$ cat src/rtl/sdram_trk_pkg.sv
package sdram_trk_pkg;

  typedef enum logic [1:0] {
    CMD_NOP = 2'b00,
    CMD_ACT = 2'b01,
    CMD_RW  = 2'b10,
    CMD_PRE = 2'b11
  } cmd_e;

  // ceil(ns / period)
  function automatic int unsigned ns_to_clk(input int unsigned ns, input int unsigned period);
    return (ns + period - 1) / period;
  endfunction

  // value loaded into a down-counter so that the follow-up is allowed clks edges later
  function automatic int unsigned load_of(input int unsigned clks);
    return (clks == 0) ? 0 : clks - 1;
  endfunction

  function automatic int unsigned width_of(input int unsigned v);
    return (v < 2) ? 1 : $clog2(v + 1);
  endfunction

endpackage

$ cat src/rtl/trk_countdown.sv
module trk_countdown #(
  parameter int unsigned W    = 4,
  parameter int unsigned LOAD = 0
) (
  input  logic clk,
  input  logic rst_n,
  input  logic load,
  output logic zero
);
  logic [W-1:0] cnt;

  always_ff @(posedge clk) begin
    if (!rst_n)          cnt <= '0;
    else if (load)       cnt <= W'(LOAD);
    else if (cnt != '0)  cnt <= cnt - W'(1);
  end

  assign zero = (cnt == '0);
endmodule

$ cat src/rtl/trk_bank.sv
module trk_bank #(
  parameter int unsigned ROW_W  = 12,
  parameter int unsigned RCD_W  = 2,
  parameter int unsigned RCD_LD = 2,
  parameter int unsigned RC_W   = 3,
  parameter int unsigned RC_LD  = 7
) (
  input  logic             clk,
  input  logic             rst_n,
  input  logic             act_fire,
  input  logic             pre_fire,
  input  logic [ROW_W-1:0] row_in,
  output logic             is_open,
  output logic [ROW_W-1:0] open_row,
  output logic             rcd_done,
  output logic             rc_done
);
  always_ff @(posedge clk) begin
    if (!rst_n) begin
      is_open  <= 1'b0;
      open_row <= '0;
    end else if (act_fire) begin
      is_open  <= 1'b1;
      open_row <= row_in;
    end else if (pre_fire) begin
      is_open  <= 1'b0;
    end
  end

  trk_countdown #(.W(RCD_W), .LOAD(RCD_LD)) u_rcd (
    .clk(clk), .rst_n(rst_n), .load(act_fire), .zero(rcd_done)
  );

  trk_countdown #(.W(RC_W), .LOAD(RC_LD)) u_rc (
    .clk(clk), .rst_n(rst_n), .load(act_fire), .zero(rc_done)
  );
endmodule

$ cat src/rtl/sdram_act_tracker.sv
module sdram_act_tracker
  import sdram_trk_pkg::*;
#(
  parameter int unsigned NUM_BANKS     = 4,
  parameter int unsigned ROW_W         = 12,
  parameter int unsigned CLK_PERIOD_NS = 8,
  parameter int unsigned T_RCD_NS      = 18,
  parameter int unsigned T_RC_NS       = 64,
  parameter int unsigned T_RRD_NS      = 12,
  localparam int unsigned BANK_W       = (NUM_BANKS < 2) ? 1 : $clog2(NUM_BANKS)
) (
  input  logic                       clk,
  input  logic                       rst_n,
  input  logic                       req_valid,
  input  logic [1:0]                 req_cmd,
  input  logic [BANK_W-1:0]          req_bank,
  input  logic [ROW_W-1:0]           req_row,
  output logic                       req_grant,
  output logic                       req_stall,
  output logic                       req_illegal,
  output logic [NUM_BANKS-1:0]       bank_open,
  output logic [NUM_BANKS*ROW_W-1:0] bank_row
);
  localparam int unsigned RCD_CLK = ns_to_clk(T_RCD_NS, CLK_PERIOD_NS);
  localparam int unsigned RC_CLK  = ns_to_clk(T_RC_NS,  CLK_PERIOD_NS);
  localparam int unsigned RRD_CLK = ns_to_clk(T_RRD_NS, CLK_PERIOD_NS);
  localparam int unsigned RCD_LD  = load_of(RCD_CLK);
  localparam int unsigned RC_LD   = load_of(RC_CLK);
  localparam int unsigned RRD_LD  = load_of(RRD_CLK);
  localparam int unsigned RCD_W   = width_of(RCD_LD);
  localparam int unsigned RC_W    = width_of(RC_LD);
  localparam int unsigned RRD_W   = width_of(RRD_LD);

  cmd_e                 cmd;
  logic [NUM_BANKS-1:0] sel;
  logic [NUM_BANKS-1:0] rcd_done;
  logic [NUM_BANKS-1:0] rc_done;
  logic                 rrd_done;
  logic                 legal;
  logic                 timing_ok;
  logic                 act_go;
  logic                 pre_go;

  assign cmd = cmd_e'(req_cmd);

  // legality and timing readiness of the presented command
  always_comb begin
    legal     = 1'b1;
    timing_ok = 1'b1;
    unique case (cmd)
      CMD_ACT: begin
        legal     = ~bank_open[req_bank];
        timing_ok = rc_done[req_bank] & rrd_done;
      end
      CMD_RW: begin
        legal     = bank_open[req_bank];
        timing_ok = rcd_done[req_bank];
      end
      CMD_PRE, CMD_NOP: begin
        legal     = 1'b1;
        timing_ok = 1'b1;
      end
      default: begin
        legal     = 1'b1;
        timing_ok = 1'b1;
      end
    endcase
  end

  assign req_grant   = req_valid & legal & timing_ok;
  assign req_stall   = req_valid & legal & ~timing_ok;
  assign req_illegal = req_valid & ~legal;

  assign act_go = req_grant & (cmd == CMD_ACT);
  assign pre_go = req_grant & (cmd == CMD_PRE);

  for (genvar b = 0; b < NUM_BANKS; b++) begin : g_bank
    assign sel[b] = (req_bank == BANK_W'(b));

    trk_bank #(
      .ROW_W(ROW_W), .RCD_W(RCD_W), .RCD_LD(RCD_LD), .RC_W(RC_W), .RC_LD(RC_LD)
    ) u_bank (
      .clk      (clk),
      .rst_n    (rst_n),
      .act_fire (act_go & sel[b]),
      .pre_fire (pre_go & sel[b]),
      .row_in   (req_row),
      .is_open  (bank_open[b]),
      .open_row (bank_row[b*ROW_W +: ROW_W]),
      .rcd_done (rcd_done[b]),
      .rc_done  (rc_done[b])
    );
  end

  trk_countdown #(.W(RRD_W), .LOAD(RRD_LD)) u_rrd (
    .clk(clk), .rst_n(rst_n), .load(act_go), .zero(rrd_done)
  );
endmodule

$ cat config.mk
export PLATFORM = sky130hd
export DESIGN_NAME = sdram_act_tracker
export DESIGN_NICKNAME = d
export VERILOG_FILES = /design/src/rtl/sdram_trk_pkg.sv /design/src/rtl/trk_countdown.sv /design/src/rtl/trk_bank.sv /design/src/rtl/sdram_act_tracker.sv
export SDC_FILE = /design/constraint.sdc
export NUM_CORES = 1
export LEC_CHECK = 0
export ABC_AREA = 1
export BUFFER_PORTS_ARGS = -buffer_cell sky130_fd_sc_hd__buf_2
export CELL_PAD_IN_SITES_DETAIL_PLACEMENT = 1
export CELL_PAD_IN_SITES_GLOBAL_PLACEMENT = 2
export CORE_MARGIN = 5
export CORE_UTILIZATION = 29
export DETAILED_ROUTE_END_ITERATION = 8
export PLACE_DENSITY_LB_ADDON = 0.12
export SLEW_MARGIN = 40
export SYNTH_ARGS = -nofsm -noshare
export SYNTH_HDL_FRONTEND = slang
export SYNTH_SLANG_ARGS = --single-unit
$ cat constraint.sdc
create_clock -name clk -period 2.7 [get_ports clk]
set_clock_uncertainty 0.2 [all_clocks]
set_input_delay 0.135 -clock clk [delete_from_list [all_inputs] [get_ports clk]]
set_output_delay 0.135 -clock clk [all_outputs]
set_load 0.005 [all_outputs]
# Yosys cells after proc, flatten, opt, wreduce, memory -nomap -nowiden
# Cells that the tools add are included.
totals:
  latch_bits: 0
  n_memories: 0
  register_bits: 73
  in_bits: 19
  romBits: 0
  elab_cells: 126
  ram_bits: 0
classes:
  n_bitwise: 20
  n_addsub: 9
  muxes: 34
  n_reduce_logical: 35
  n_mul: 0
  magnitude_cmp: 1
  n_eq_ne: 6
  n_shift: 0
  n_div: 0
op_table:
  columns: ["operator", "n"]
  rows:
  - ["nonzero test 2 bit", 16]
  - ["two-way mux 3 bit", 8]
  - ["two-way mux 2 bit", 8]
  - ["AND 1 bit", 15]
  - ["two-way mux 1 bit", 13]
  - ["zero test 2 bit", 6]
  - ["zero test 3 bit", 4]
  - ["nonzero test 3 bit", 4]
  - ["subtractor 3 x 1 -> 3 bit, second input constant", 4]
  - ["OR reduction 2 bit", 5]
  - ["== test 2 bit, second input constant", 4]
  - ["subtractor 2 x 1 -> 2 bit, second input constant", 4]
  - ["binary-select mux 1 bit (select 2 bit)", 3]
  - ["case mux 1 bit (3 select lines)", 2]
  - ["inverter 1 bit", 5]
  - ["== test 2 x 1 -> 1 bit, second input constant", 2]
  - ["< comparator 2 x 3 -> 1 bit, second input constant", 1]
  - ["subtractor 1 bit, second input constant", 1]

# Logic depth before layout (Yosys ltp)
# Gate-level depths: netlist of run 1.
logic_depth:
  ltp_word: 10
  mapped_depth: 15

# Cells and area by module
# Synthesis of run 1 repeated with hierarchy kept, for this count alone.
unflattened:
  hier_cells: 449
  hier_area_um2: 3313.2
by_module_without_submodules:
  columns: ["mod", "cells_each", "seq_area_each_um2", "n_inst", "area_each_um2"]
  rows:
  - ["trk_bank", 57, 260.2, 4, 486.7]
  - ["trk_countdown (g_bank[0].u_bank.u_rc ...)", 28, 60.1, 4, 177.7]
  - ["trk_countdown (g_bank[0].u_bank.u_rcd ...)", 11, 40.0, 4, 78.8]
  - ["sdram_act_tracker", 61, 0.0, 1, 309.0]
  - ["trk_countdown (u_rrd)", 4, 20.0, 1, 31.3]

# Least setup slack after synthesis of run 1
# No wires, ideal clock.
synth_timing:
  path_kind: "reg-to-reg"
  startpoint: "register g_bank[3].u_bank.u_rc.cnt[0]"
  endpoint: "register g_bank[1].u_bank.open_row[10]"
  path_buffers: 1
  t_required_ns: 2.387
  setup_time_ns: 0.113
  setup_slack_ns: 0.764
  stages_incl_launch_ff: 15
  synth_period_minus_slack_ns: 1.936
  t_arrival_ns: 1.623
  path_cell_list: "dfxtp_1 -> inv_1 -> ha_1 -> nand2_1 -> nand2_1 -> nand2_1 -> inv_1 -> nand3_1 -> nand2_1 -> nand2_2 -> nor2_8 -> nand3_4 -> buf_2 -> nor2_1 -> nor2_1"
synth_via:
  elab_chain_cells: 8
synth_lines:
  columns: ["item", "line_no", "rtl"]
  rows:
  - ["start: declaration", "trk_countdown.sv:10", "logic [W-1:0] cnt;"]
  - ["start signal: assignment", "trk_countdown.sv:14", "else if (load) cnt <= W'(LOAD);"]
  - ["start signal: assignment", "trk_countdown.sv:15", "else if (cnt != '0) cnt <= cnt - W'(1);"]
  - ["zero test 3 bit", "trk_countdown.sv:18", "assign zero = (cnt == '0);"]
  - ["binary-select mux 1 bit (select 2 bit)", "sdram_act_tracker.sv:53", "timing_ok = rc_done[req_bank] & rrd_done;"]
  - ["two-way mux 1 bit (not written as such)", "sdram_act_tracker.sv:53", null]
  - ["AND 1 bit", "sdram_act_tracker.sv:53", null]
  - ["case mux 1 bit (3 select lines)", "sdram_act_tracker.sv:50", "unique case (cmd)"]
  - ["AND 1 bit", "sdram_act_tracker.sv:70", "assign req_grant = req_valid & legal & timing_ok;"]
  - ["net req_grant", "sdram_act_tracker.sv:18", "output logic req_grant,"]
  - ["AND 1 bit", "sdram_act_tracker.sv:74", "assign act_go = req_grant & (cmd == CMD_ACT);"]
  - ["AND 1 bit", "sdram_act_tracker.sv:85", ".act_fire (act_go & sel[b]),"]
  - ["end signal: assignment", "trk_bank.sv:24", "open_row <= row_in;"]
  - ["end: declaration", "trk_bank.sv:14", "output logic [ROW_W-1:0] open_row,"]
# The timed path passes the listed nets, and every way through them passes these cells. The select of a mux whose other input is x is not followed.
# A chain may end at the register's enable or synchronous reset.

# Final worst setup path of run 1
layout_timing:
  startpoint: "register g_bank[0].u_bank.u_rc.cnt[0]"
  endpoint: "register g_bank[3].u_bank.open_row[7]"
layout_via:
  elab_chain_cells: 8
layout_lines:
  columns: ["item", "line_no"]
  rows:
  - ["start: declaration", "trk_countdown.sv:10"]
  - ["start signal: assignment", "trk_countdown.sv:14"]
  - ["start signal: assignment", "trk_countdown.sv:15"]
  - ["zero test 3 bit", "trk_countdown.sv:18"]
  - ["binary-select mux 1 bit (select 2 bit)", "sdram_act_tracker.sv:53"]
  - ["two-way mux 1 bit (not written as such)", "sdram_act_tracker.sv:53"]
  - ["AND 1 bit", "sdram_act_tracker.sv:53"]
  - ["case mux 1 bit (3 select lines)", "sdram_act_tracker.sv:50"]
  - ["AND 1 bit", "sdram_act_tracker.sv:70"]
  - ["AND 1 bit", "sdram_act_tracker.sv:74"]
  - ["AND 1 bit", "sdram_act_tracker.sv:85"]
  - ["end signal: assignment", "trk_bank.sv:24"]
  - ["end: declaration", "trk_bank.sv:14"]
# No other way between the ends. The select of a mux whose other input is x is not followed.

==> run_summary.xml, run 1 <==
<?xml version="1.0" encoding="UTF-8"?>
<metrics>
  <group name="die">
    <metric name="fp-row-count" unit="">39</metric>
    <metric name="chip_width" unit="um">117.9</metric>
    <metric name="initial_core_util" unit="">0.2955</metric>
    <metric name="chipHeight" unit="um">117.9</metric>
    <metric name="die-area" unit="um^2">13890</metric>
    <metric name="io_pins" unit="">74</metric>
    <metric name="floorplan.core_area" unit="um^2">11420</metric>
  </group>
  <group name="power_and_ir_drop">
    <metric name="sw_frac_of_total" unit="">0.2772</metric>
    <metric name="max-vdd-ir-drop" unit="V">0.0003671</metric>
    <metric name="switching_power_of_the_nets" unit="W">0.0008609</metric>
    <metric name="leakage" unit="nW">2.302</metric>
    <metric name="internal_power" unit="W">0.002245</metric>
    <metric name="clock_network_power_share" unit="">0.416</metric>
    <metric name="pwr_density_cell" unit="nW/um^2">741.6</metric>
    <metric name="power_frac_seq" unit="">0.393</metric>
    <metric name="share_of_total_power_in_combinational_logic" unit="">0.191</metric>
  </group>
  <group name="final_layout">
    <metric name="mostFrequentLayoutCells" unit="">sky130_fd_sc_hd__nand2_1 (140), sky130_fd_sc_hd__nor2_1 (106), sky130_fd_sc_hd__dfxtp_1 (73), sky130_fd_sc_hd__buf_2 (73), sky130_fd_sc_hd__inv_1 (72)</metric>
    <metric name="design.final.nets" unit="">588</metric>
    <metric name="register_area" unit="um^2">1461</metric>
    <metric name="multi_input_area" unit="um^2">1455</metric>
    <metric name="mostFrequentLayoutCell" unit="">sky130_fd_sc_hd__nand2_1</metric>
    <metric name="n_antenna_cell" unit="">0</metric>
    <metric name="final_area" unit="um^2">4188</metric>
    <metric name="area_growth_syn_to_fin" unit="%">24.10</metric>
    <metric name="final_cell_count_no_fill" unit="">705</metric>
    <metric name="drive_above_1_share" unit="">0.1744</metric>
    <metric name="num-fill-cells" unit="">1469</metric>
  </group>
  <group name="synth">
    <metric name="dominant_combinational_cell_family_by_area_after_synthesis" unit="">simple AND/OR/NAND/NOR gates</metric>
    <metric name="synthDistinctLibCells" unit="">23</metric>
    <metric name="synthAdderAreaFrac" unit="">0.04449</metric>
    <metric name="synth.yosys.seq_area_share" unit="">0.4331</metric>
    <metric name="syn-num-nets" unit="">515</metric>
    <metric name="synthXorXnorAreaFrac" unit="">0.02076</metric>
    <metric name="synth_area" unit="um^2">3374</metric>
    <metric name="syn-instance-count" unit="">484</metric>
    <metric name="synth-simple-area-share" unit="">0.3222</metric>
    <metric name="synth.area.mux_share" unit="">0</metric>
    <metric name="ys_seq_elements" unit="">73</metric>
    <metric name="syn-mean-instance-area" unit="um^2">6.972</metric>
    <metric name="synth_compound_gate_area_share" unit="">0.04375</metric>
    <metric name="synthFlopType" unit="">sky130_fd_sc_hd__dfxtp_1</metric>
    <metric name="ys_warn_count" unit="">0</metric>
    <metric name="synth_async_sr_flop_share" unit="">0</metric>
    <metric name="count_of_flip_flops_with_a_built_in_enable_after_synthesis" unit="">0</metric>
  </group>
  <group name="clock_network">
    <metric name="tritoncts_clock_tree" unit="">built</metric>
    <metric name="cts.root.buffer_cell" unit="">sky130_fd_sc_hd__clkbuf_16</metric>
    <metric name="cts.repair.resized" unit="">0</metric>
    <metric name="worstSkewPairLatency" unit="ns">0.33</metric>
    <metric name="cts_htree_levels" unit="">3</metric>
    <metric name="clkTransAtPathRegs" unit="ns">0.06</metric>
    <metric name="tritoncts.num_buffers" unit="">9</metric>
    <metric name="ctsLongestPathBuffers" unit="">2</metric>
    <metric name="cts_sinks" unit="">73</metric>
    <metric name="cts_setup_buffers" unit="">0</metric>
  </group>
  <group name="placement">
    <metric name="hpwl" unit="mm">6.536</metric>
    <metric name="dp.cells" unit="">677</metric>
    <metric name="post_dp_cell_area" unit="um^2">3746</metric>
    <metric name="numPortBuffers" unit="">73</metric>
    <metric name="gp_congestion" unit="">0.7354</metric>
  </group>
  <group name="detailed_routing">
    <metric name="drtAntennaViolNets" unit="">0</metric>
    <metric name="drt-total-wl" unit="mm">9.149</metric>
    <metric name="num_vias" unit="">2999</metric>
    <metric name="detail_route.iter0.violations" unit="">89</metric>
    <metric name="drt-pass1-iter-count" unit="">4</metric>
    <metric name="wl_per_cell" unit="um">12.98</metric>
    <metric name="post_drt_via_cell_ratio" unit="">4.254</metric>
    <metric name="drc" unit="">0</metric>
  </group>
  <group name="global_route">
    <metric name="wire_length_of_the_first_global_routing_pass" unit="mm">15.41</metric>
    <metric name="grt_remaining_overflow" unit="">0</metric>
    <metric name="number_of_antenna_violations_at_the_first_check_in_global_routing" unit="">0</metric>
    <metric name="via_count_of_the_first_global_routing_pass" unit="">3003</metric>
    <metric name="grtUsageTotal" unit="">0.1394</metric>
    <metric name="grt_max_degree" unit="">50</metric>
  </group>
  <group name="critical_path">
    <metric name="crit_top_cell" unit="">sky130_fd_sc_hd__nand2_1</metric>
    <metric name="cp_slowest_cell" unit="">sky130_fd_sc_hd__nand3_4</metric>
    <metric name="timing.critical_path.from_type" unit="">flop</metric>
    <metric name="largest_stage_delay_on_the_critical_path" unit="ns">0.33</metric>
    <metric name="arrival" unit="ns">2.41</metric>
    <metric name="worst_setup_path_end_kind" unit="">flop</metric>
    <metric name="crit_type" unit="">flop to flop</metric>
    <metric name="critPathTopFamily" unit="">simple AND/OR/NAND/NOR gates</metric>
    <metric name="cp_num_buf_inv" unit="">1</metric>
    <metric name="crit_fanout" unit="">30</metric>
    <metric name="cp_data_required_time" unit="ns">2.77</metric>
    <metric name="crit_path_cell_trace" unit="">inv_1, ha_1, nand2_1, a21oi_1, nand3_1, nand2_1, nand2_2, nor2_8, nand3_4, nand2_1, nand2_1, nor2_1</metric>
  </group>
  <group name="sta">
    <metric name="setup_repair_after_global_routing_missed_its_margin" unit="">false</metric>
    <metric name="fin_crit_sh" unit="">0.8667</metric>
    <metric name="timing.fmax" unit="GHz">0.4273</metric>
    <metric name="setup_violations" unit="">0</metric>
    <metric name="finalHoldWorstSlack" unit="ns">0.06838</metric>
    <metric name="fin_setup_tns" unit="ns">0</metric>
    <metric name="slew-limit-headroom" unit="">0.5260</metric>
    <metric name="tightestPinTransition" unit="ns">0.7066</metric>
    <metric name="post-route-min-period" unit="ns">2.340</metric>
    <metric name="final_hold_violations" unit="">0</metric>
    <metric name="maxSlewViolCount" unit="">0</metric>
  </group>
  <group name="status">
    <metric name="status" unit="">complete, no violations</metric>
  </group>
  <group name="job">
    <metric name="cap_viol_max_count" unit="">0</metric>
  </group>
  <group name="min_path">
    <metric name="class_of_the_tightest_hold_or_removal_check" unit="">input port to flop</metric>
  </group>
</metrics>
## cells by family (layout without fill, tap and decap cells)
logic type               Yosys count  count (layout)
AND/OR/NAND/NOR                  264             264
buffers and inverters             98             176
flip-flops                        73              73
AO/OA/AOI/OAI                     29              29
adder cells (fa/ha/maj)           12              12
XOR/XNOR                           8               8
## worst reg2reg max path: cells and delay by family, from the launching register on
family	cells	cell delay, ns
buffers and inverters	1	0.10
AND/OR/NAND/NOR	9	1.33
flip-flops	1	0.29
AO/OA/AOI/OAI	1	0.20
adder cells (fa/ha/maj)	1	0.16
## cells in the mapped netlist, drive strengths merged (2+ instances only)
cell    number  area [um^2]
clkbuf       4        15.01
nor3         2        10.01
nand2      141        531.8
xor2         8        70.07
ha          12        150.1
dfxtp       73         1461
o21ai        5        25.02
a21oi       23        115.1
inv         74        277.8
buf         20        165.2
nor2       108        424.2
nand3       12        115.1
## final cells by class
class,instances,area share
clock buffers,11,0.05796
clock inverters,5,0.01882
inverters,74,0.06633
multi-input cells,313,0.3475
flip-flops and latches,73,0.3490
well taps,143,0.04272
repair buffers,86,0.1177
## power groups by stage
| stage | clock network, W | logic (W) | registers, W |
|---|---|---|---|
| 2_1_floorplan | 0 | 0.000452 | 0.00123 |
| 3_3_place_gp | 0 | 0.000574 | 0.00124 |
| 3_5_place_dp | 0 | 0.000592 | 0.00124 |
| 4_1_cts | 0.00134 | 0.000609 | 0.00122 |
| 5_1_grt | 0.00138 | 0.000691 | 0.00123 |
| 6_report | 0.00129 | 0.000593 | 0.00122 |
## stage by stage
| step | setup slack, ns | power (W) | utilization |
|---|---|---|---|
| floorplan | 0.7641 | 0.001686 | - |
| global placement | 0.3959 | 0.001814 | 0.3281 |
| detailed placement | 0.3177 | 0.001836 | 0.3281 |
| CTS | 0.3130 | 0.003167 | 0.3668 |
| global route | 0.03461 | 0.003307 | 0.3668 |
| finish | 0.3599 | 0.003106 | 0.3668 |
## timing repair
action,4_1_cts,5_1_grt
hold endpoints to repair,48,0
setup endpoints to repair,0,0
hold buffers,12,0
## final timing paths
kind                            slack, ns                                    endpoint  cells past startpoint                                       start
worst max-delay path                 0.36   g_bank[3].u_bank.open_row[7]$_SDFFE_PN0P_                     12   g_bank[0].u_bank.u_rc.cnt[0]$_SDFFE_PN0P_
worst max register to register       0.36   g_bank[3].u_bank.open_row[7]$_SDFFE_PN0P_                     12   g_bank[0].u_bank.u_rc.cnt[0]$_SDFFE_PN0P_
worst min register to register       0.27  g_bank[3].u_bank.u_rcd.cnt[1]$_SDFFE_PN0P_                      2  g_bank[3].u_bank.u_rcd.cnt[1]$_SDFFE_PN0P_
worst min-delay path                 0.07                        u_rrd.cnt$_SDFF_PN0_                      5                                   req_valid
## metal layers
| layer | vias to the layer above | routed length (um) | global-route usage |
|---|---|---|---|
| met2 | 56 | 4475 | 0.2323 |
| met1 | 1369 | 4109 | 0.1674 |
| met4 | 0 | 109 | 0.04086 |
| met3 | 8 | 454 | 0.05190 |
| li1 | 1566 | - | - |
| met5 | - | 0 | 0 |
## registers in the layout (all words and copies together) (netlist names)
| signal | flops |
|---|---|
| g_bank.u_bank.is_open | 4 |
| g_bank.u_bank.open_row | 48 |
| g_bank.u_bank.u_rc.cnt | 12 |
| g_bank.u_bank.u_rcd.cnt | 8 |
| u_rrd.cnt | 1 |
Note: power is estimated with default switching activity, not from simulation.
==> run 2, diff against run 1 <==
--- a/config.mk
+++ b/config.mk
@@ -6,7 +6,7 @@
 export NUM_CORES = 1
 export LEC_CHECK = 0
 export ABC_AREA = 1
-export BUFFER_PORTS_ARGS = -buffer_cell sky130_fd_sc_hd__buf_2
+export BUFFER_PORTS_ARGS = -buffer_cell sky130_fd_sc_hd__buf_4
 export CELL_PAD_IN_SITES_DETAIL_PLACEMENT = 1
 export CELL_PAD_IN_SITES_GLOBAL_PLACEMENT = 2
 export CORE_MARGIN = 5
==> run 2 against run 1 <==
Net effect: final area increased by 2.7%; critical endpoint is now g_bank[3].u_bank.open_row[8]$_SDFFE_PN0P_; count of clock-buffer cells in the layout increased by 1; critical path depth increased by 2; power decreased by 6.7%; global-route usage decreased by 0.17 points; largest cell class unchanged; register-to-register slack improved by 0.03 ns; sequential cell count unchanged; clock power decreased by 18%.
==> run_summary.xml, run 2 (synthesized netlist as in run 1, its figures left out) <==
<?xml version="1.0" encoding="UTF-8"?>
<metrics>
  <group name="sta">
    <metric name="timing.fmax" unit="GHz">0.4331</metric>
    <metric name="maxSlewViolCount" unit="">0</metric>
    <metric name="tightestPinTransition" unit="ns">0.6931</metric>
    <metric name="slew-limit-headroom" unit="">0.5351</metric>
    <metric name="setup_violations" unit="">0</metric>
    <metric name="setup_repair_after_global_routing_missed_its_margin" unit="">false</metric>
    <metric name="post-route-min-period" unit="ns">2.309</metric>
    <metric name="fin_setup_tns" unit="ns">0</metric>
    <metric name="fin_crit_sh" unit="">0.8552</metric>
    <metric name="final_hold_violations" unit="">0</metric>
  </group>
  <group name="detailed_routing">
    <metric name="wl_per_cell" unit="um">12.93</metric>
    <metric name="drt-pass1-iter-count" unit="">4</metric>
    <metric name="detail_route.iter0.violations" unit="">97</metric>
    <metric name="post_drt_via_cell_ratio" unit="">4.215</metric>
    <metric name="drt-total-wl" unit="mm">9.080</metric>
    <metric name="drtAntennaViolNets" unit="">0</metric>
    <metric name="drc" unit="">0</metric>
    <metric name="num_vias" unit="">2959</metric>
  </group>
  <group name="die">
    <metric name="chip_width" unit="um">117.9</metric>
    <metric name="initial_core_util" unit="">0.2955</metric>
    <metric name="io_pins" unit="">74</metric>
    <metric name="chipHeight" unit="um">117.9</metric>
    <metric name="fp-row-count" unit="">39</metric>
    <metric name="die-area" unit="um^2">13890</metric>
    <metric name="floorplan.core_area" unit="um^2">11420</metric>
  </group>
  <group name="clock_network">
    <metric name="ctsLongestPathBuffers" unit="">2</metric>
    <metric name="tritoncts_clock_tree" unit="">built</metric>
    <metric name="clkTransAtPathRegs" unit="ns">0.05</metric>
    <metric name="cts_setup_buffers" unit="">0</metric>
    <metric name="tritoncts.num_buffers" unit="">9</metric>
    <metric name="worstSkewPairLatency" unit="ns">0.34</metric>
    <metric name="cts_htree_levels" unit="">3</metric>
    <metric name="cts.root.buffer_cell" unit="">sky130_fd_sc_hd__clkbuf_16</metric>
    <metric name="cts_sinks" unit="">73</metric>
  </group>
  <group name="critical_path">
    <metric name="worst_setup_path_end_kind" unit="">flop</metric>
    <metric name="crit_type" unit="">flop to flop</metric>
    <metric name="timing.critical_path.from_type" unit="">flop</metric>
    <metric name="r2r_slack" unit="ns">0.39</metric>
    <metric name="cp_data_required_time" unit="ns">2.77</metric>
    <metric name="crit_fanout" unit="">30</metric>
    <metric name="arrival" unit="ns">2.38</metric>
    <metric name="crit_start" unit="">g_bank[1].u_bank.u_rc.cnt[0]$_SDFFE_PN0P_</metric>
    <metric name="rr_endpoint" unit="">g_bank[3].u_bank.open_row[8]$_SDFFE_PN0P_</metric>
    <metric name="r2r_start" unit="">g_bank[1].u_bank.u_rc.cnt[0]$_SDFFE_PN0P_</metric>
    <metric name="reg2regPathDepth" unit="">14</metric>
  </group>
  <group name="global_route">
    <metric name="grtUsageTotal" unit="">0.1377</metric>
    <metric name="wire_length_of_the_first_global_routing_pass" unit="mm">15.37</metric>
    <metric name="grt_remaining_overflow" unit="">0</metric>
    <metric name="number_of_antenna_violations_at_the_first_check_in_global_routing" unit="">0</metric>
    <metric name="via_count_of_the_first_global_routing_pass" unit="">3026</metric>
    <metric name="grt_max_degree" unit="">50</metric>
  </group>
  <group name="final_layout">
    <metric name="largest_registers_ranked_by_flip_flop_count" unit="">g_bank.u_bank.open_row (48), g_bank.u_bank.u_rc.cnt (12), g_bank.u_bank.u_rcd.cnt (8)</metric>
    <metric name="mostFrequentLayoutCells" unit="">sky130_fd_sc_hd__nand2_1 (140), sky130_fd_sc_hd__nor2_1 (106), sky130_fd_sc_hd__buf_4 (74), sky130_fd_sc_hd__dfxtp_1 (73), sky130_fd_sc_hd__inv_1 (72)</metric>
    <metric name="mostFrequentLayoutCell" unit="">sky130_fd_sc_hd__nand2_1</metric>
    <metric name="design.final.nets" unit="">588</metric>
    <metric name="final_area" unit="um^2">4300</metric>
    <metric name="max_flop_register" unit="">g_bank.u_bank.open_row</metric>
    <metric name="max_reg_flops" unit="">48</metric>
    <metric name="area_growth_syn_to_fin" unit="%">27.44</metric>
    <metric name="n_antenna_cell" unit="">0</metric>
    <metric name="final_cell_count_no_fill" unit="">702</metric>
    <metric name="drive_above_1_share" unit="">0.1682</metric>
  </group>
  <group name="placement">
    <metric name="gp_congestion" unit="">0.7643</metric>
    <metric name="post_dp_cell_area" unit="um^2">3929</metric>
    <metric name="dp.cells" unit="">677</metric>
    <metric name="hpwl" unit="mm">6.480</metric>
    <metric name="numPortBuffers" unit="">73</metric>
  </group>
  <group name="min_path">
    <metric name="worstHoldEndpoint" unit="">u_rrd.cnt$_SDFF_PN0_</metric>
    <metric name="worstHoldPathCells" unit="">5</metric>
    <metric name="class_of_the_tightest_hold_or_removal_check" unit="">input port to flop</metric>
    <metric name="hp-start" unit="">req_valid</metric>
  </group>
  <group name="power_and_ir_drop">
    <metric name="max-vdd-ir-drop" unit="V">0.0003239</metric>
    <metric name="clock_network_power_share" unit="">0.366</metric>
    <metric name="internal_power" unit="W">0.002059</metric>
    <metric name="power_frac_seq" unit="">0.422</metric>
    <metric name="leakage" unit="nW">2.277</metric>
    <metric name="switching_power_of_the_nets" unit="W">0.0008376</metric>
    <metric name="share_of_total_power_in_combinational_logic" unit="">0.212</metric>
    <metric name="pwr_density_cell" unit="nW/um^2">673.5</metric>
    <metric name="sw_frac_of_total" unit="">0.2892</metric>
    <metric name="post-layout-total-power" unit="W">0.002896</metric>
  </group>
  <group name="status">
    <metric name="status" unit="">complete, no violations</metric>
  </group>
  <group name="job">
    <metric name="cap_viol_max_count" unit="">0</metric>
  </group>
</metrics>
run 2: worst max-delay path, stage by stage (launching register included):
cell	delay [ns]
sky130_fd_sc_hd__dfxtp_1	0.29
sky130_fd_sc_hd__inv_1	0.10
sky130_fd_sc_hd__ha_1	0.16
sky130_fd_sc_hd__nand2_1	0.14
sky130_fd_sc_hd__nand2_1	0.11
sky130_fd_sc_hd__nand2_1	0.05
sky130_fd_sc_hd__inv_1	0.05
sky130_fd_sc_hd__nand3_1	0.06
sky130_fd_sc_hd__nand2_1	0.09
sky130_fd_sc_hd__nand2_2	0.09
sky130_fd_sc_hd__nor2_8	0.24
sky130_fd_sc_hd__nand3_4	0.34
sky130_fd_sc_hd__nand2_1	0.15
sky130_fd_sc_hd__nand2_1	0.06
sky130_fd_sc_hd__nor2_1	0.11
run 2: power by group through the flow:
stage          sequential, W  clock, W  combinational (W)
2_1_floorplan        0.00123         0           0.000452
3_3_place_gp         0.00124         0           0.000585
3_5_place_dp         0.00125         0           0.000611
4_1_cts              0.00122   0.00109           0.000630
5_1_grt              0.00123   0.00115           0.000725
6_report             0.00122   0.00106           0.000615
run 2: per-layer routing:
layer | vias up | GRT usage | routed length [um]
met5 | - | 0 | 0
li1 | 1559 | - | -
met1 | 1334 | 0.1630 | 4154
met3 | 15 | 0.03316 | 364
met4 | 0 | 0.06667 | 204
met2 | 51 | 0.2327 | 4357
run 2: worst max-delay path by stage:
stage	end	slack [ns]	depth (start not counted)
after global routing	g_bank[3].u_bank.open_row[2]$_SDFFE_PN0P_	0.14	14
after global placement	g_bank[3].u_bank.open_row[6]$_SDFFE_PN0P_	0.44	11
after detailed placement	g_bank[3].u_bank.open_row[8]$_SDFFE_PN0P_	0.35	14
final	g_bank[3].u_bank.open_row[8]$_SDFFE_PN0P_	0.39	14
after CTS	g_bank[3].u_bank.open_row[8]$_SDFFE_PN0P_	0.33	14
after floorplan	g_bank[1].u_bank.open_row[10]$_SDFFE_PN0P_	0.76	14
run 2: area by class of cell:
| class | count | area [um^2] |
|---|---|---|
| fillers | 1464 | 7118 |
| clock inverters | 1 | 5.005 |
| flip-flops and latches | 73 | 1461 |
| clock buffers | 12 | 246.5 |
| inverters | 74 | 277.8 |
| repair buffers | 86 | 675.6 |
| well taps | 143 | 178.9 |
| multi-input cells | 313 | 1455 |
run 2: metrics by stage:
| stage | util | hold slack (ns) | setup slack [ns] |
|---|---|---|---|
| floorplan | - | 0.06992 | 0.7641 |
| global placement | 0.3441 | 0.2135 | 0.4432 |
| detailed placement | 0.3441 | 0.2218 | 0.3453 |
| CTS | 0.3766 | 0.05056 | 0.3277 |
| global route | 0.3766 | 0.08485 | 0.1380 |
| finish | 0.3766 | 0.05943 | 0.3908 |
run 2: what timing repair did:
item	CTS	global route
hold buffers	12	0
resized for setup	0	0
hold endpoints to repair	48	0
==> run 3, diff against run 2 <==
--- a/config.mk
+++ b/config.mk
@@ -5,12 +5,11 @@
 export SDC_FILE = /design/constraint.sdc
 export NUM_CORES = 1
 export LEC_CHECK = 0
-export ABC_AREA = 1
 export BUFFER_PORTS_ARGS = -buffer_cell sky130_fd_sc_hd__buf_4
 export CELL_PAD_IN_SITES_DETAIL_PLACEMENT = 1
 export CELL_PAD_IN_SITES_GLOBAL_PLACEMENT = 2
 export CORE_MARGIN = 5
-export CORE_UTILIZATION = 29
+export CORE_UTILIZATION = 30
 export DETAILED_ROUTE_END_ITERATION = 8
 export PLACE_DENSITY_LB_ADDON = 0.12
 export SLEW_MARGIN = 40
==> run 3 against run 2 <==
Net effect: final area is 1.3% lower; worst hold slack worse by 0.0060 ns; combinational power is 22% higher; sequential power hardly changed; power is 4.2% lower; die area is 7.9% lower; count of clock-buffer cells in the layout is 1 lower; largest power group unchanged.
==> run_summary.xml, run 3 <==
<?xml version="1.0" encoding="UTF-8"?>
<metrics>
  <group name="status">
    <metric name="status" unit="">complete, no violations</metric>
  </group>
  <group name="power_and_ir_drop">
    <metric name="leakage" unit="nW">1.719</metric>
    <metric name="max-vdd-ir-drop" unit="V">0.0002222</metric>
    <metric name="pwr_density_cell" unit="nW/um^2">653.4</metric>
  </group>
  <group name="detailed_routing">
    <metric name="wl_per_cell" unit="um">15.26</metric>
    <metric name="num_vias" unit="">2528</metric>
    <metric name="drt-total-wl" unit="mm">8.334</metric>
    <metric name="drtAntennaViolNets" unit="">0</metric>
    <metric name="drt-pass1-iter-count" unit="">4</metric>
    <metric name="detail_route.iter0.violations" unit="">49</metric>
    <metric name="post_drt_via_cell_ratio" unit="">4.630</metric>
    <metric name="drc" unit="">0</metric>
  </group>
  <group name="sta">
    <metric name="tightestPinTransition" unit="ns">0.6541</metric>
    <metric name="timing.fmax" unit="GHz">0.4002</metric>
    <metric name="maxSlewViolCount" unit="">0</metric>
    <metric name="fin_setup_tns" unit="ns">0</metric>
    <metric name="fin_crit_sh" unit="">0.9254</metric>
    <metric name="final_hold_violations" unit="">0</metric>
    <metric name="slew-limit-headroom" unit="">0.5639</metric>
    <metric name="setup_repair_after_global_routing_missed_its_margin" unit="">false</metric>
    <metric name="post-route-min-period" unit="ns">2.499</metric>
    <metric name="setup_violations" unit="">0</metric>
  </group>
  <group name="final_layout">
    <metric name="mostFrequentLayoutCells" unit="">sky130_fd_sc_hd__buf_4 (84), sky130_fd_sc_hd__dfxtp_1 (73), sky130_fd_sc_hd__nand2_1 (69), sky130_fd_sc_hd__mux2i_1 (51), sky130_fd_sc_hd__o21a_1 (19)</metric>
    <metric name="design.final.nets" unit="">437</metric>
    <metric name="area_growth_syn_to_fin" unit="%">33.15</metric>
    <metric name="max_reg_flops" unit="">48</metric>
    <metric name="final_area" unit="um^2">4247</metric>
    <metric name="largest_registers_ranked_by_flip_flop_count" unit="">g_bank.u_bank.open_row (48), g_bank.u_bank.u_rc.cnt (12), g_bank.u_bank.u_rcd.cnt (8)</metric>
    <metric name="mostFrequentLayoutCell" unit="">sky130_fd_sc_hd__buf_4</metric>
    <metric name="n_antenna_cell" unit="">0</metric>
    <metric name="max_flop_register" unit="">g_bank.u_bank.open_row</metric>
    <metric name="drive_above_1_share" unit="">0.2805</metric>
  </group>
  <group name="global_route">
    <metric name="wire_length_of_the_first_global_routing_pass" unit="mm">13.46</metric>
    <metric name="global_routing_met2_resource_utilization" unit="">0.2145</metric>
    <metric name="grtUsageTotal" unit="">0.1300</metric>
    <metric name="use_met1" unit="">0.1627</metric>
    <metric name="via_count_of_the_first_global_routing_pass" unit="">2709</metric>
    <metric name="number_of_antenna_violations_at_the_first_check_in_global_routing" unit="">0</metric>
    <metric name="grt-busiest-layer" unit="">met2</metric>
    <metric name="grtUsageMet3" unit="">0.03797</metric>
    <metric name="grt_remaining_overflow" unit="">0</metric>
    <metric name="grt_max_degree" unit="">40</metric>
  </group>
  <group name="synth">
    <metric name="syn-num-nets" unit="">348</metric>
    <metric name="syn-mean-instance-area" unit="um^2">10.06</metric>
    <metric name="count_of_flip_flops_with_a_built_in_enable_after_synthesis" unit="">0</metric>
    <metric name="synth.area.top_cells" unit="">sky130_fd_sc_hd__dfxtp_1 (46%), sky130_fd_sc_hd__mux2i_1 (16%), sky130_fd_sc_hd__nand2_1 (8.2%), sky130_fd_sc_hd__ha_1 (4.7%), sky130_fd_sc_hd__o21a_1 (4.5%)</metric>
    <metric name="synth_top_cells_by_count" unit="">sky130_fd_sc_hd__dfxtp_1 (73), sky130_fd_sc_hd__nand2_1 (70), sky130_fd_sc_hd__mux2i_1 (51)</metric>
    <metric name="synth_async_sr_flop_share" unit="">0</metric>
    <metric name="netlist.area_leader.share" unit="">0.4582</metric>
    <metric name="ys_seq_elements" unit="">73</metric>
    <metric name="syn-instance-count" unit="">317</metric>
    <metric name="post-synth-top-count-cell" unit="">sky130_fd_sc_hd__dfxtp_1</metric>
    <metric name="synthDistinctLibCells" unit="">33</metric>
    <metric name="ys_warn_count" unit="">0</metric>
    <metric name="synth.yosys.seq_area_share" unit="">0.4582</metric>
    <metric name="synth_largest_area_cell" unit="">sky130_fd_sc_hd__dfxtp_1</metric>
    <metric name="synth_area" unit="um^2">3189</metric>
    <metric name="synthFlopType" unit="">sky130_fd_sc_hd__dfxtp_1</metric>
  </group>
  <group name="placement">
    <metric name="post_dp_cell_area" unit="um^2">3869</metric>
    <metric name="hpwl" unit="mm">5.824</metric>
    <metric name="gp_congestion" unit="">0.7486</metric>
    <metric name="numPortBuffers" unit="">73</metric>
  </group>
  <group name="die">
    <metric name="floorplan.core_area" unit="um^2">10370</metric>
    <metric name="die-area" unit="um^2">12790</metric>
    <metric name="initial_core_util" unit="">0.3076</metric>
    <metric name="io_pins" unit="">74</metric>
    <metric name="fp-row-count" unit="">37</metric>
    <metric name="chip_width" unit="um">113.1</metric>
    <metric name="chipHeight" unit="um">113.1</metric>
  </group>
  <group name="clock_network">
    <metric name="ctsLongestPathBuffers" unit="">2</metric>
    <metric name="clkTransAtPathRegs" unit="ns">0.08</metric>
    <metric name="cts_htree_levels" unit="">3</metric>
    <metric name="worstSkewPairLatency" unit="ns">0.33</metric>
    <metric name="cts.root.buffer_cell" unit="">sky130_fd_sc_hd__clkbuf_8</metric>
    <metric name="tritoncts_clock_tree" unit="">built</metric>
    <metric name="cts_sinks" unit="">73</metric>
    <metric name="tritoncts.num_buffers" unit="">9</metric>
  </group>
  <group name="critical_path">
    <metric name="r2r_slack" unit="ns">0.20</metric>
    <metric name="cp_slowest_cell" unit="">sky130_fd_sc_hd__nor4_4</metric>
    <metric name="crit_type" unit="">flop to flop</metric>
    <metric name="worst_setup_path_end_kind" unit="">flop</metric>
    <metric name="crit_fanout" unit="">8</metric>
    <metric name="largest_stage_delay_on_the_critical_path" unit="ns">0.33</metric>
    <metric name="arrival" unit="ns">2.56</metric>
    <metric name="crit_start" unit="">g_bank[3].u_bank.u_rc.cnt[0]$_SDFFE_PN0P_</metric>
    <metric name="crit_path_cell_trace" unit="">inv_1, ha_1, nor2b_2, o22ai_1, o31ai_1, nand2_2, nor4_4, buf_6, clkbuf_16, mux2i_1</metric>
    <metric name="reg2regPathDepth" unit="">10</metric>
    <metric name="timing.critical_path.from_type" unit="">flop</metric>
    <metric name="timing.critical_path.to" unit="">g_bank[1].u_bank.open_row[3]$_SDFFE_PN0P_</metric>
    <metric name="r2r_start" unit="">g_bank[3].u_bank.u_rc.cnt[0]$_SDFFE_PN0P_</metric>
    <metric name="cp_data_required_time" unit="ns">2.76</metric>
    <metric name="rr_endpoint" unit="">g_bank[1].u_bank.open_row[3]$_SDFFE_PN0P_</metric>
  </group>
  <group name="min_path">
    <metric name="class_of_the_tightest_hold_or_removal_check" unit="">input port to flop</metric>
    <metric name="hp-start" unit="">rst_n</metric>
  </group>
  <group name="job">
    <metric name="cap_viol_max_count" unit="">0</metric>
  </group>
</metrics>
## run 3: kinds of logic (layout without fill, tap and decap cells)
| logic type | Yosys count | in the layout | synth area share |
|---|---|---|---|
| simple gates | 106 | 106 | 0.1530 |
| fa+ha+maj | 12 | 12 | 0.04708 |
| buf+inv | 35 | 128 | 0.07375 |
| mux | 55 | 55 | 0.1777 |
| flops | 73 | 73 | 0.4582 |
| compound gates | 32 | 32 | 0.07925 |
| xor+xnor | 4 | 4 | 0.01098 |
## run 3: worst max-delay path: cells and delay by family (launching register included)
family / cells / cell delay [ns]
muxes: 1 / 0.17
and+or+nand+nor: 3 / 0.75
DFF: 1 / 0.32
AOI/OAI and AO/OA: 2 / 0.41
adders and majority gates: 1 / 0.16
buffers and inverters: 3 / 0.41
## run 3: worst min path at each step
stage                                                 end  cells past startpoint
3_5_place_dp   g_bank[1].u_bank.u_rcd.cnt[0]$_SDFFE_PP0P_                      1
4_1_cts         g_bank[3].u_bank.u_rc.cnt[2]$_SDFFE_PN0P_                      2
5_1_grt         g_bank[3].u_bank.u_rc.cnt[1]$_SDFFE_PN0P_                      2
6_report        g_bank[0].u_bank.open_row[5]$_SDFFE_PN0P_                      3
3_3_place_gp   g_bank[3].u_bank.u_rcd.cnt[0]$_SDFFE_PP0P_                      1
2_1_floorplan                        u_rrd.cnt$_SDFF_PN0_                      2
## run 3: area by class of cell
cell class                      instances  area (um^2)
Tap cell                              136        170.2
Inverter                               11        41.29
Clock buffer                           11        131.4
Timing Repair Buffer                  102        857.1
Clock inverter                          4        45.04
Fill cell                            1214         6123
Multi-Input combinational cell        209         1540
Sequential cell                        73         1461
## run 3: per-stage QoR
step	hold slack, ns	utilization	setup WS (ns)	std cells	power, W
2_1_floorplan	0.07835	-	0.2768	317	0.001749
6_report	0.05342	0.4095	0.2013	546	0.002775
5_1_grt	0.05991	0.4095	0.008144	546	0.002962
3_3_place_gp	0.2235	0.3731	0.1226	516	0.001933
4_1_cts	0.03926	0.4026	0.02768	544	0.002794
3_5_place_dp	0.2362	0.3731	0.04887	516	0.001956
## run 3: what timing repair did
| action | CTS | global route |
|---|---|---|
| buffers inserted | 0 | 1 |
| hold buffers | 13 | 0 |
| endpoints found under the setup margin | 0 | 62 |
| hold endpoints to repair | 47 | 0 |
| resized for setup | 0 | 8 |
## run 3: routing by layer
layer	wire, um	up-vias
met4	69	0
met5	0	-
met1	3846	1231
met3	509	6
met2	3909	60
li1	-	1231
## run 3: power by group
part           switching (W)  leakage, nW  internal, W  total [W]
registers          0.0000484        0.591      0.00117    0.00122
logic               0.000340         1.03     0.000410   0.000750
clock network       0.000391       0.0929     0.000419   0.000810
